===== config.mk =====
export PLATFORM = sky130hd
export DESIGN_NAME = useq_top
export DESIGN_NICKNAME = d
export VERILOG_FILES = /design/src/rtl/useq_pkg.sv /design/src/rtl/useq_stack.sv /design/src/rtl/useq_nextaddr.sv /design/src/rtl/useq_dec_latch.sv /design/src/rtl/useq_top.sv
export SDC_FILE = /design/constraint.sdc
export NUM_CORES = 1
export LEC_CHECK = 0
export ABC_AREA = 1
export ABC_CLOCK_PERIOD_IN_PS = 1950
export BUFFER_PORTS_ARGS = -buffer_cell sky130_fd_sc_hd__buf_2
export CAP_MARGIN = 5
export CELL_PAD_IN_SITES_DETAIL_PLACEMENT = 0
export CELL_PAD_IN_SITES_GLOBAL_PLACEMENT = 1
export CORE_UTILIZATION = 30
export CTS_BUF_LIST = sky130_fd_sc_hd__clkbuf_8
export DETAILED_ROUTE_END_ITERATION = 8
export PLACE_DENSITY = 0.72
export SLEW_MARGIN = 20
export SYNTH_ARGS = -nofsm -noshare
export SYNTH_HDL_FRONTEND = slang
export SYNTH_SLANG_ARGS = --single-unit

===== constraint.sdc =====
create_clock -name clk -period 1.95 [get_ports clk]
set_input_delay 0.39 -clock clk [delete_from_list [all_inputs] [get_ports clk]]
set_output_delay 0.39 -clock clk [all_outputs]
set_load 0.005 [all_outputs]

===== src/rtl/useq_pkg.sv =====
package useq_pkg;
  typedef enum logic [2:0] {
    UOP_INC   = 3'd0,
    UOP_FETCH = 3'd1,
    UOP_JMP   = 3'd2,
    UOP_BCC   = 3'd3,
    UOP_CALL  = 3'd4,
    UOP_RET   = 3'd5
  } useq_op_e;
endpackage


===== src/rtl/useq_stack.sv =====
module useq_stack #(
  parameter int AW    = 9,
  parameter int DEPTH = 4
) (
  input  logic          clk,
  input  logic          rst_n,
  input  logic          push,
  input  logic          pop,
  input  logic [AW-1:0] push_data,
  output logic [AW-1:0] pop_data,
  output logic          empty
);
  localparam int PW = (DEPTH > 1) ? $clog2(DEPTH) : 1;
  localparam int CW = $clog2(DEPTH + 1);

  logic [PW-1:0] wr_ptr;
  logic [CW-1:0] fill;
  logic [AW-1:0] entry [DEPTH];
  logic [PW-1:0] top_idx;
  logic          full;

  function automatic logic [PW-1:0] ptr_up(input logic [PW-1:0] p);
    return (p == PW'(DEPTH - 1)) ? '0 : p + 1'b1;
  endfunction

  function automatic logic [PW-1:0] ptr_down(input logic [PW-1:0] p);
    return (p == '0) ? PW'(DEPTH - 1) : p - 1'b1;
  endfunction

  assign empty    = (fill == '0);
  assign full     = (fill == CW'(DEPTH));
  assign top_idx  = ptr_down(wr_ptr);
  assign pop_data = empty ? '0 : entry[top_idx];

  genvar gi;
  generate
    for (gi = 0; gi < DEPTH; gi++) begin : g_entry
      always_ff @(posedge clk) begin
        if (!rst_n)
          entry[gi] <= '0;
        else if (push && wr_ptr == PW'(gi))
          entry[gi] <= push_data;
      end
    end
  endgenerate

  always_ff @(posedge clk) begin
    if (!rst_n) begin
      wr_ptr <= '0;
      fill   <= '0;
    end else if (push) begin
      wr_ptr <= ptr_up(wr_ptr);
      if (!full) fill <= fill + 1'b1;
    end else if (pop && !empty) begin
      wr_ptr <= top_idx;
      fill   <= fill - 1'b1;
    end
  end

  p_fill_bound_r9: assert property (@(posedge clk) disable iff (!rst_n)
    fill <= CW'(DEPTH));
  p_push_grows_r7: assert property (@(posedge clk) disable iff (!rst_n)
    (push && !full) |=> (fill == $past(fill) + 1'b1));
  p_empty_pop_r10: assert property (@(posedge clk) disable iff (!rst_n)
    (pop && !push && empty) |=> empty);
endmodule


===== src/rtl/useq_nextaddr.sv =====
module useq_nextaddr
  import useq_pkg::*;
#(
  parameter int AW  = 9,
  parameter int OPW = 8
) (
  input  logic [2:0]     op_sel,
  input  logic [AW-1:0]  cur_addr,
  input  logic [OPW-1:0] opcode,
  input  logic [AW-1:0]  br_addr,
  input  logic           cond_in,
  input  logic [AW-1:0]  ret_addr,
  output logic [AW-1:0]  next_addr,
  output logic [AW-1:0]  link_addr,
  output logic           want_push,
  output logic           want_pop,
  output logic           is_fetch,
  output logic           take_branch
);
  useq_op_e op;
  assign op = useq_op_e'(op_sel);

  function automatic logic [AW-1:0] inc_addr(input logic [AW-1:0] a);
    return a + 1'b1;
  endfunction

  function automatic logic [AW-1:0] dispatch_addr(input logic [OPW-1:0] o);
    return {1'b1, o};
  endfunction

  assign link_addr   = inc_addr(cur_addr);
  assign is_fetch    = (op == UOP_FETCH);
  assign want_push   = (op == UOP_CALL);
  assign want_pop    = (op == UOP_RET);
  assign take_branch = (op == UOP_JMP) || (op == UOP_CALL) ||
                       ((op == UOP_BCC) && cond_in);

  always_comb begin
    case (op)
      UOP_FETCH: next_addr = dispatch_addr(opcode);
      UOP_RET:   next_addr = ret_addr;
      UOP_JMP, UOP_CALL, UOP_BCC:
        next_addr = take_branch ? br_addr : link_addr;
      default:   next_addr = link_addr;
    endcase
  end
endmodule


===== src/rtl/useq_dec_latch.sv =====
module useq_dec_latch #(
  parameter int DW = 32
) (
  input  logic          clk,
  input  logic          rst_n,
  input  logic          load,
  input  logic [DW-1:0] din,
  output logic [DW-1:0] dout
);
  always_ff @(posedge clk) begin
    if (!rst_n)    dout <= '0;
    else if (load) dout <= din;
  end

  p_dec_hold_r11: assert property (@(posedge clk) disable iff (!rst_n)
    !load |=> $stable(dout));
endmodule


===== src/rtl/useq_top.sv =====
module useq_top #(
  parameter int OPW       = 8,
  parameter int DW        = 32,
  parameter int STK_DEPTH = 4
) (
  input  logic           clk,
  input  logic           rst_n,
  input  logic           cyc_done,
  input  logic [OPW-1:0] opcode,
  input  logic           cond_in,
  input  logic [OPW:0]   br_addr,
  input  logic [2:0]     op_sel,
  input  logic [DW-1:0]  dec_rom_data,
  output logic [OPW:0]   seq_addr,
  output logic [OPW-1:0] dec_addr,
  output logic [DW-1:0]  dec_word
);
  localparam int AW = OPW + 1;

  logic [AW-1:0] next_addr, link_addr, ret_addr;
  logic want_push, want_pop, is_fetch, take_branch;
  logic push_evt, pop_evt, dec_load, stk_empty;

  useq_nextaddr #(.AW(AW), .OPW(OPW)) u_next (
    .op_sel(op_sel), .cur_addr(seq_addr), .opcode(opcode),
    .br_addr(br_addr), .cond_in(cond_in), .ret_addr(ret_addr),
    .next_addr(next_addr), .link_addr(link_addr),
    .want_push(want_push), .want_pop(want_pop),
    .is_fetch(is_fetch), .take_branch(take_branch)
  );

  assign push_evt = cyc_done && want_push;
  assign pop_evt  = cyc_done && want_pop;
  assign dec_load = cyc_done && is_fetch;

  useq_stack #(.AW(AW), .DEPTH(STK_DEPTH)) u_stack (
    .clk(clk), .rst_n(rst_n), .push(push_evt), .pop(pop_evt),
    .push_data(link_addr), .pop_data(ret_addr), .empty(stk_empty)
  );

  useq_dec_latch #(.DW(DW)) u_dec (
    .clk(clk), .rst_n(rst_n), .load(dec_load),
    .din(dec_rom_data), .dout(dec_word)
  );

  assign dec_addr = opcode;

  always_ff @(posedge clk) begin
    if (!rst_n)        seq_addr <= '0;
    else if (cyc_done) seq_addr <= next_addr;
  end

  p_hold_r2: assert property (@(posedge clk) disable iff (!rst_n)
    !cyc_done |=> $stable(seq_addr));
  p_fetch_r3: assert property (@(posedge clk) disable iff (!rst_n)
    (cyc_done && op_sel == 3'd1) |=> (seq_addr == {1'b1, $past(opcode)}));
  p_jump_r5: assert property (@(posedge clk) disable iff (!rst_n)
    (cyc_done && op_sel == 3'd2) |=> (seq_addr == $past(br_addr)));
  p_bcc_taken_r6: assert property (@(posedge clk) disable iff (!rst_n)
    (cyc_done && op_sel == 3'd3 && cond_in) |=> (seq_addr == $past(br_addr)));
  p_empty_ret_r10: assert property (@(posedge clk) disable iff (!rst_n)
    (cyc_done && op_sel == 3'd5 && stk_empty) |=> (seq_addr == '0));
  p_no_branch_on_fetch_r3: assert property (@(posedge clk) disable iff (!rst_n)
    is_fetch |-> !take_branch);
endmodule


==> impl_metrics.csv, run 1 <==
group,metric,value,unit
setup_path,r2r_end,"seq_addr[4]$_SDFFE_PN0P_",
setup_path,reg2reg_slack,230,ps
setup_path,crit_arrival,1970,ps
cts,clockBufferDepth,2,
run,cap_viol_max_count,0,
synth,netlist_area,3963,sq um
synth,synth_xor_area_share,1.737,%
global_route,grt_pass1_wl,16580,microns
synth,synth_top_area_share,27.28,%
cells_and_area,layout_commonest_cell,"nor2_1",
setup_path,cp_data_required_time,2200,ps
pwr,leakage,0.002345,uW
synth,ys_types,34,
synth,synthCells,496,
cells_and_area,final_cell_mix,"nor2_1 (108), buf_2 (104), nand2_1 (86)",
placement,dp.cells,760,
cts,root_buffer,"clkbuf_8",
route,wl,10280,microns
setup_path,crit_chain,"inv_2, ha_1, inv_1, nand2_2, nand2_1, nand3_1, nand3_1, nand3_1, o21ai_0, inv_1",
sta,final_max_slew_viol_count,0,
cts,ctsHoldBuffers,0,
synth,yosysSeqAreaShare,50.52,%
route,routed_via_density,4.621,
synth,syn_avg_cell_area,7.989,sq um
placement,dp_slack,222.2,ps
synth,ys.warnings.count,0,
sta,worstMarginPinSlew,570.9,ps
global_route,grt_overflow,0,
floorplan,io_pins,105,
global_route,grt_max_degree,33,
route,wl_per_cell,13.24,microns
cells_and_area,fin_util,38.11,%
sta,hold_viol,0,
sta,rsz0062_at_grt,"false",
outcome,outcome,"complete, no violations",
synth,yosys.area_share.simple,27.09,%
placement,hpwl,7614,microns
cts,cts-resized-gates,0,
global_route,antenna_found_initial,0,
setup_path,cp_max_fo,19,
min_path,whs_endpoint,"u_dec.dout[14]$_SDFFE_PN0P_",
placement,portBuffers,104,
setup_path,cp_num_buf_inv,3,
floorplan,die_h,116.9,microns
placement,gp_congestion,0.8100,
global_route,track_usage,15.94,%
synth,synth_fp_nets,558,
cts,htree_levels,3,
cells_and_area,diodes,0,
route,drtAntennaViolNets,0,
setup_path,critPathKind,"reg -> reg",
cts,cts_buffers,9,
floorplan,start_util,31.02,%
synth,synth_top_family_by_area,"simple AND/OR/NAND/NOR gates",
sta,tns,0,ps
global_route,grt_pass1_vias,3414,
cells_and_area,final_nets,661,
setup_path,rr_startpoint,"u_stack.wr_ptr[0]$_SDFFE_PN0P_",
cts,clock_latency,360,ps
sta,setup_violations,0,
pwr,ir_drop,0.0004253,V
synth,synth-seq-cells,82,
setup_path,critPathLaunchType,"flip-flop",
sta,setup_ws,228.4,ps
floorplan,core_area,12770,sq um
min_path,whs_path_depth,3,
setup_path,critPathTopFamily,"simple AND/OR/NAND/NOR gates",
cts,post-cts-setup-buffers,0,
cells_and_area,area_growth,22.86,%
synth,synth_compound_area_share,9.978,%
pwr,cellPowerDensity,785.6,nW/um^2
route,firstDrtPassIters,4,
synth,synth_fa_ha_area_share,2.084,%
floorplan,die_x,116.9,microns
sta,fin_crit,1722,ps
min_path,min_path_type,"in -> reg",
setup_path,max_stage_delay,350,ps
sta,period_share,88.29,%
route,post-route-drc-count,0,
sta,skew,11.44,ps
synth,synth.area.top_cells,"edfxtp_1 (27%), dfxtp_1 (23%), nor2_1 (10%)",
cts,clkTransAtPathRegs,90,ps
setup_path,worstRegToRegCells,10,
synth,synth_mux_area_share,0,%
setup_path,critPathSlowestCell,"dfxtp_1",
floorplan,std_cell_rows,41,
setup_path,cp_common_cell,"nand3_1",
setup_path,critPathCaptureType,"flip-flop",
route,drtIter0Drc,219,
cells_and_area,fin_cells,776,
cts,cts_sinks,82,
cts,cts_tree,"built",
synth,synth.largest_area_cell,"edfxtp_1",
floorplan,fp.dieArea,13670,sq um
sta,fmax,580.9,MHz
pwr,p_total,3824,uW
cells_and_area,drive_above_1_share,25.99,%
route,vias,3586,
min_path,min_from,"dec_rom_data[14]",
sta,relSlewSlack,61.67,%
==> Yosys cell counts <==
library cell,n
nand4_1,1
inv_1,42
o21ai_1,2
nand3_1,36
fa_1,1
o21bai_1,1
nor3_1,2
buf_2,8
nor2_1,108
xnor2_1,1
o21ai_2,1
xor2_1,5
dfxtp_1,46
nand3_2,2
buf_4,9
nor2_2,4
a31oi_1,4
xor2_2,1
o22ai_1,3
nand2_4,1
inv_2,10
clkbuf_1,6
o211ai_1,2
nor2_4,4
clkinv_1,1
a21oi_1,17
edfxtp_1,36
nand4_4,1
nand2_1,86
nand2_2,3
o21ai_0,45
buf_6,1
ha_1,5
nand3b_1,1
==> layout make-up <==
| type | count | area, sq um |
|---|---|---|
| clock inverters | 6 | 83.83 |
| well taps | 172 | 215.2 |
| multi-input cells | 337 | 1620 |
| clock buffers | 10 | 137.6 |
| fillers | 1330 | 7905 |
| inverters | 53 | 198.9 |
| flip-flops and latches | 82 | 2002 |
| repair buffers | 116 | 610.6 |
==> sequential cells by signal, indices dropped and copies added, names as in the netlist <==
name            flops
u_stack.entry      36
u_dec.dout         32
u_stack.wr_ptr      2
u_stack.fill        3
seq_addr            9
==> through the flow <==
| step | area (sq um) | hold slack [ps] |
|---|---|---|
| 3_5_place_dp | 4647 | 486.5 |
| 3_3_place_gp | 4647 | 475.6 |
| 4_1_cts | 4868 | 223.9 |
| 6_report | 4868 | 251.9 |
| 5_1_grt | 4868 | 232.1 |
| 2_1_floorplan | 3963 | 474.3 |
==> power breakdown <==
part           leakage (uW)  internal [uW]  switching, uW
Combinational       0.00148            210            334
Sequential         0.000748           1860           43.2
Clock              0.000115            750            623
Total               0.00235           2820           1000
==> worst max path at each step <==
stage                                              start                                 to  slack, ps  depth (start not counted)
final                     u_stack.wr_ptr[0]$_SDFFE_PN0P_           seq_addr[4]$_SDFFE_PN0P_        230                         10
after global routing      u_stack.wr_ptr[0]$_SDFFE_PN0P_           seq_addr[4]$_SDFFE_PN0P_         50                         10
after CTS                 u_stack.wr_ptr[0]$_SDFFE_PN0P_           seq_addr[4]$_SDFFE_PN0P_        220                         10
after detailed placement                       op_sel[0]  u_stack.entry[0][4]$_SDFFCE_PN0P_        220                          6
after global placement                         op_sel[0]  u_stack.entry[0][3]$_SDFFCE_PN0P_        240                          6
after floorplan           u_stack.wr_ptr[0]$_SDFFE_PN0P_           seq_addr[6]$_SDFFE_PN0P_        310                         11
==> cell families after synthesis <==
| group | count (synthesis) |
|---|---|
| AO/OA/AOI/OAI | 75 |
| buffers and inverters | 77 |
| flip-flops | 82 |
| XOR/XNOR | 7 |
| AND/OR/NAND/NOR | 249 |
| adder cells (fa/ha/maj) | 6 |
==> per-layer routing <==
| layer | track usage (%) | vias up | routed length, microns |
|---|---|---|---|
| li1 | - | 1799 | - |
| met1 | 20.71 | 1644 | 4683 |
| met2 | 25.05 | 134 | 4668 |
| met3 | 4.943 | 9 | 815 |
| met4 | 5.654 | 0 | 108 |
| met5 | 0 | - | 0 |
==> worst min-delay path, delay by kind of cell <==
kind,cells,cell delay (ps)
buffers and inverters,1,70
AND/OR/NAND/NOR,2,110
No activity file was read; power rests on OpenSTA's default activity.
==> run 2, diff against run 1 <==
--- a/config.mk
+++ b/config.mk
@@ -11,10 +11,10 @@
 export CAP_MARGIN = 5
 export CELL_PAD_IN_SITES_DETAIL_PLACEMENT = 0
 export CELL_PAD_IN_SITES_GLOBAL_PLACEMENT = 1
-export CORE_UTILIZATION = 30
+export CORE_UTILIZATION = 39
 export CTS_BUF_LIST = sky130_fd_sc_hd__clkbuf_8
 export DETAILED_ROUTE_END_ITERATION = 8
-export PLACE_DENSITY = 0.72
+export PLACE_DENSITY = 0.88
 export SLEW_MARGIN = 20
 export SYNTH_ARGS = -nofsm -noshare
 export SYNTH_HDL_FRONTEND = slang
==> impl_metrics.csv, run 2 (same netlist as run 1, synthesis figures left out) <==
group,metric,value,unit
outcome,outcome,"complete, no violations",
setup_path,rr_startpoint,"u_stack.wr_ptr[1]$_SDFFE_PN0P_",
setup_path,cp_data_required_time,2210,ps
placement,gp_congestion,0.8478,
cts,clkTransAtPathRegs,100,ps
cts,clockBufferDepth,2,
sta,hold_viol,0,
route,wl_per_cell,13.48,microns
cells_and_area,regMostFlops,"u_stack.entry",
cells_and_area,top_regs,"u_stack.entry (36), u_dec.dout (32), seq_addr (9)",
sta,period_share,87.49,%
cells_and_area,num-fill-cells,1016,
global_route,grt_overflow,0,
cts,cts-resized-gates,0,
setup_path,critPathSlowestCell,"dfxtp_1",
cells_and_area,drive_above_1_share,25.91,%
route,drtAntennaViolNets,0,
setup_path,cp_max_fo,19,
cells_and_area,area_growth,20.75,%
min_path,min_from,"dec_rom_data[5]",
sta,tns,0,ps
setup_path,critPathKind,"reg -> reg",
sta,setup_violations,0,
sta,fin_crit,1706,ps
floorplan,die_h,102.8,microns
min_path,whs_path_depth,3,
cts,clock_latency,360,ps
route,firstDrtPassIters,4,
setup_path,r2r_end,"seq_addr[4]$_SDFFE_PN0P_",
global_route,antenna_found_initial,0,
route,post-route-drc-count,0,
cells_and_area,final_nets,659,
pwr,cellPowerDensity,772.9,nW/um^2
cells_and_area,layout_commonest_cell,"nor2_1",
setup_path,critPathCaptureType,"flip-flop",
cts,root_buffer,"clkbuf_8",
sta,rsz0062_at_grt,"false",
route,drtIter0Drc,118,
route,routed_via_density,4.846,
cts,ctsHoldBuffers,0,
cells_and_area,diodes,0,
sta,hold_ws,250.9,ps
floorplan,fp.dieArea,10570,sq um
global_route,track_usage,19.77,%
placement,portBuffers,104,
sta,relSlewSlack,60.00,%
cts,post-cts-setup-buffers,0,
global_route,grt_pass1_vias,3427,
min_path,min_path_type,"in -> reg",
floorplan,core_area,9819,sq um
setup_path,critPathLaunchType,"flip-flop",
cts,cts_sinks,82,
pwr,ir_drop,0.0004821,V
cells_and_area,largest_reg_flops,36,
min_path,whs_endpoint,"u_dec.dout[5]$_SDFFE_PN0P_",
setup_path,max_stage_delay,380,ps
placement,dp_slack,220.0,ps
route,vias,3562,
floorplan,std_cell_rows,36,
route,wl,9909,microns
setup_path,reg2reg_slack,240,ps
cts,cts_buffers,9,
run,cap_viol_max_count,0,
sta,skew,16.84,ps
floorplan,die_x,102.8,microns
pwr,leakage,0.002319,uW
cells_and_area,final_cell_mix,"nor2_1 (108), buf_2 (104), nand2_1 (86)",
floorplan,io_pins,105,
cells_and_area,fin_util,48.73,%
setup_path,crit_chain,"inv_1, ha_1, inv_1, nand2_2, nand2_1, nand3_1, nand3_1, nand3_1, o21ai_0, inv_1",
floorplan,start_util,40.35,%
cts,htree_levels,3,
placement,hpwl,7334,microns
setup_path,worstRegToRegCells,10,
cts,cts_tree,"built",
setup_path,crit_arrival,1960,ps
sta,setup_ws,243.9,ps
global_route,grt_max_degree,33,
sta,worstMarginPinSlew,595.7,ps
sta,final_max_slew_viol_count,0,
sta,fmax,586.1,MHz
global_route,grt_pass1_wl,16050,microns
run 2: worst max path at each step:
| stage | depth (start not counted) | start | slack (ps) | endpoint |
|---|---|---|---|---|
| after floorplan | 11 | u_stack.wr_ptr[0]$_SDFFE_PN0P_ | 310 | seq_addr[6]$_SDFFE_PN0P_ |
| after global placement | 8 | op_sel[0] | 270 | u_stack.fill[2]$_SDFFE_PN0P_ |
| after detailed placement | 8 | op_sel[0] | 220 | u_stack.fill[2]$_SDFFE_PN0P_ |
| after CTS | 10 | u_stack.wr_ptr[1]$_SDFFE_PN0P_ | 220 | seq_addr[4]$_SDFFE_PN0P_ |
| after global routing | 12 | u_stack.wr_ptr[0]$_SDFFE_PN0P_ | 40 | seq_addr[8]$_SDFFE_PN0P_ |
| final | 10 | u_stack.wr_ptr[1]$_SDFFE_PN0P_ | 240 | seq_addr[4]$_SDFFE_PN0P_ |
run 2: routing by layer:
metal  track usage [%]  share of wire (%)  vias to the layer above
li1                  -                  -                     1798
met1             24.25                 44                     1652
met2             34.87                 49                      106
met3             5.017                5.9                        6
met4             4.550               0.77                        0
met5                 0                  0                        -
run 2: per-stage QoR:
step	total power [uW]	instance area [sq um]	std cells
finish	3698	4785	735
global route	3877	4785	735
CTS	3724	4785	735
detailed placement	2473	4583	719
global placement	2460	4583	719
floorplan	2266	3963	496
run 2: power by group:
part	leakage, uW	internal (uW)	switching [uW]
sequential	0.000748	1860	47.4
combinational	0.00147	203	321
clock	0.0000992	603	659
total	0.00232	2670	1030
run 2: worst max-delay path, delay by kind of cell (launching register included):
kind / cells / cell delay [ps]
adder cells (fa/ha/maj): 1 / 240
buffers and inverters: 3 / 250
AND/OR/NAND/NOR: 5 / 580
AO/OA/AOI/OAI: 1 / 160
flip-flops: 1 / 380
run 2: cell type report:
class / count / area, sq um / share of cell area, %
well taps: 133 / 166.4 / 3.478
clock buffers: 9 / 123.9 / 2.589
clock inverters: 7 / 77.57 / 1.621
flip-flops and latches: 82 / 2002 / 41.84
inverters: 53 / 198.9 / 4.158
multi-input cells: 337 / 1620 / 33.86
repair buffers: 114 / 595.6 / 12.45
==> run 3, diff against run 2 <==
--- a/config.mk
+++ b/config.mk
@@ -14,7 +14,7 @@
 export CORE_UTILIZATION = 39
 export CTS_BUF_LIST = sky130_fd_sc_hd__clkbuf_8
 export DETAILED_ROUTE_END_ITERATION = 8
-export PLACE_DENSITY = 0.88
+export PLACE_DENSITY = 0.91
 export SLEW_MARGIN = 20
 export SYNTH_ARGS = -nofsm -noshare
 export SYNTH_HDL_FRONTEND = slang
==> impl_metrics.csv, run 3 (same netlist as run 1, synthesis figures left out) <==
group,metric,value,unit
outcome,outcome,"complete, no violations",
cells_and_area,final_nets,659,
setup_path,cp_data_required_time,2240,ps
global_route,grt_pass1_vias,3411,
cells_and_area,drive_above_1_share,25.91,%
floorplan,core_area,9819,sq um
pwr,cellPowerDensity,753.3,nW/um^2
route,wl_per_cell,13.58,microns
route,drtIter0Drc,154,
sta,tns,0,ps
route,post-route-drc-count,0,
floorplan,die_h,102.8,microns
sta,fin_crit,1733,ps
run,cap_viol_max_count,0,
setup_path,critPathLaunchType,"flip-flop",
cells_and_area,fin_util,48.53,%
placement,gp_congestion,0.8031,
floorplan,fp.dieArea,10570,sq um
sta,fmax,577.2,MHz
cells_and_area,top_regs,"u_stack.entry (36), u_dec.dout (32), seq_addr (9)",
sta,period_share,88.85,%
sta,relSlewSlack,62.64,%
cells_and_area,diodes,0,
route,routed_via_density,4.899,
cells_and_area,register_area,2002,sq um
min_path,min_path_type,"in -> reg",
floorplan,start_util,40.35,%
cells_and_area,final_cell_mix,"nor2_1 (108), buf_2 (104), nand2_1 (86)",
sta,hold_ws,252.4,ps
cts,clock_latency,360,ps
sta,final_max_slew_viol_count,0,
global_route,grt_overflow,0,
global_route,grt_max_degree,33,
route,vias,3601,
cells_and_area,area_growth,20.27,%
setup_path,worstRegToRegCells,10,
global_route,antenna_found_initial,0,
cells_and_area,multi_input_area,1625,sq um
global_route,grt_pass1_wl,16130,microns
pwr,p_total,3590,uW
cells_and_area,largest_reg_flops,36,
cells_and_area,num-fill-cells,1008,
setup_path,critPathCaptureType,"flip-flop",
cts,clockBufferDepth,2,
setup_path,cp_max_fo,9,
global_route,track_usage,20.12,%
cts,cts_sinks,82,
cts,cts-resized-gates,0,
setup_path,reg2reg_slack,220,ps
setup_path,critPathKind,"reg -> reg",
sta,hold_viol,0,
cells_and_area,regMostFlops,"u_stack.entry",
placement,portBuffers,104,
cts,post-cts-setup-buffers,0,
setup_path,crit_arrival,2020,ps
placement,hpwl,7173,microns
floorplan,die_x,102.8,microns
cts,htree_levels,3,
placement,dp.cells,719,
min_path,whs_path_depth,3,
sta,worstMarginPinSlew,556.4,ps
cells_and_area,layout_commonest_cell,"nor2_1",
pwr,leakage,0.002320,uW
sta,setup_violations,0,
sta,rsz0062_at_grt,"false",
pwr,ir_drop,0.0004924,V
route,drtAntennaViolNets,0,
cts,cts_buffers,9,
cells_and_area,fin_cells,735,
sta,skew,12.88,ps
cts,cts_tree,"built",
cts,root_buffer,"clkbuf_8",
cts,clkTransAtPathRegs,90,ps
floorplan,std_cell_rows,36,
floorplan,io_pins,105,
route,firstDrtPassIters,4,
cts,ctsHoldBuffers,0,
route,wl,9982,microns
[run 3: layout make-up]
cell class | instances | share of cell area [%]
Inverter | 53 | 4.174
Multi-Input combinational cell | 337 | 34.10
Tap cell | 133 | 3.492
Sequential cell | 82 | 42.01
Clock inverter | 7 | 1.129
Timing Repair Buffer | 114 | 12.50
Clock buffer | 9 | 2.599
[run 3: worst paths after layout]
| kind | from | to |
|---|---|---|
| hold reg to reg | u_dec.dout[26]$_SDFFE_PN0P_ | u_dec.dout[26]$_SDFFE_PN0P_ |
| hold / removal | dec_rom_data[30] | u_dec.dout[30]$_SDFFE_PN0P_ |
| setup reg to reg | u_stack.wr_ptr[1]$_SDFFE_PN0P_ | seq_addr[8]$_SDFFE_PN0P_ |
| setup / recovery | u_stack.wr_ptr[1]$_SDFFE_PN0P_ | seq_addr[8]$_SDFFE_PN0P_ |
[run 3: layer usage]
layer	global-route usage (%)	part of all wire [%]	vias to the layer above
li1	-	-	1791
met1	24.46	43	1654
met2	33.33	48	144
met3	6.305	7.4	12
met4	7.801	1.4	0
met5	0	0	-
[run 3: worst max-delay path, stage by stage (launching register included)]
cell and delay, ps:
dfxtp_1 380, inv_1 80, ha_1 320, clkinv_1 270
nand3_1 180, nand3_1 110, nand2_1 80, inv_1 40
nand2_1 40, nand2_1 50, a21oi_1 110
[run 3: metrics by stage]
step | area [sq um] | setup WS (ps)
2_1_floorplan | 3963 | 313.7
3_3_place_gp | 4583 | 251.4
3_5_place_dp | 4583 | 220.4
4_1_cts | 4761 | 201.5
5_1_grt | 4766 | 7.523
6_report | 4766 | 217.5
[run 3: power by group]
group	leakage (uW)	internal [uW]	switching (uW)
clock	0.0000876	471	673
sequential	0.000748	1860	45.4
combinational	0.00148	203	332
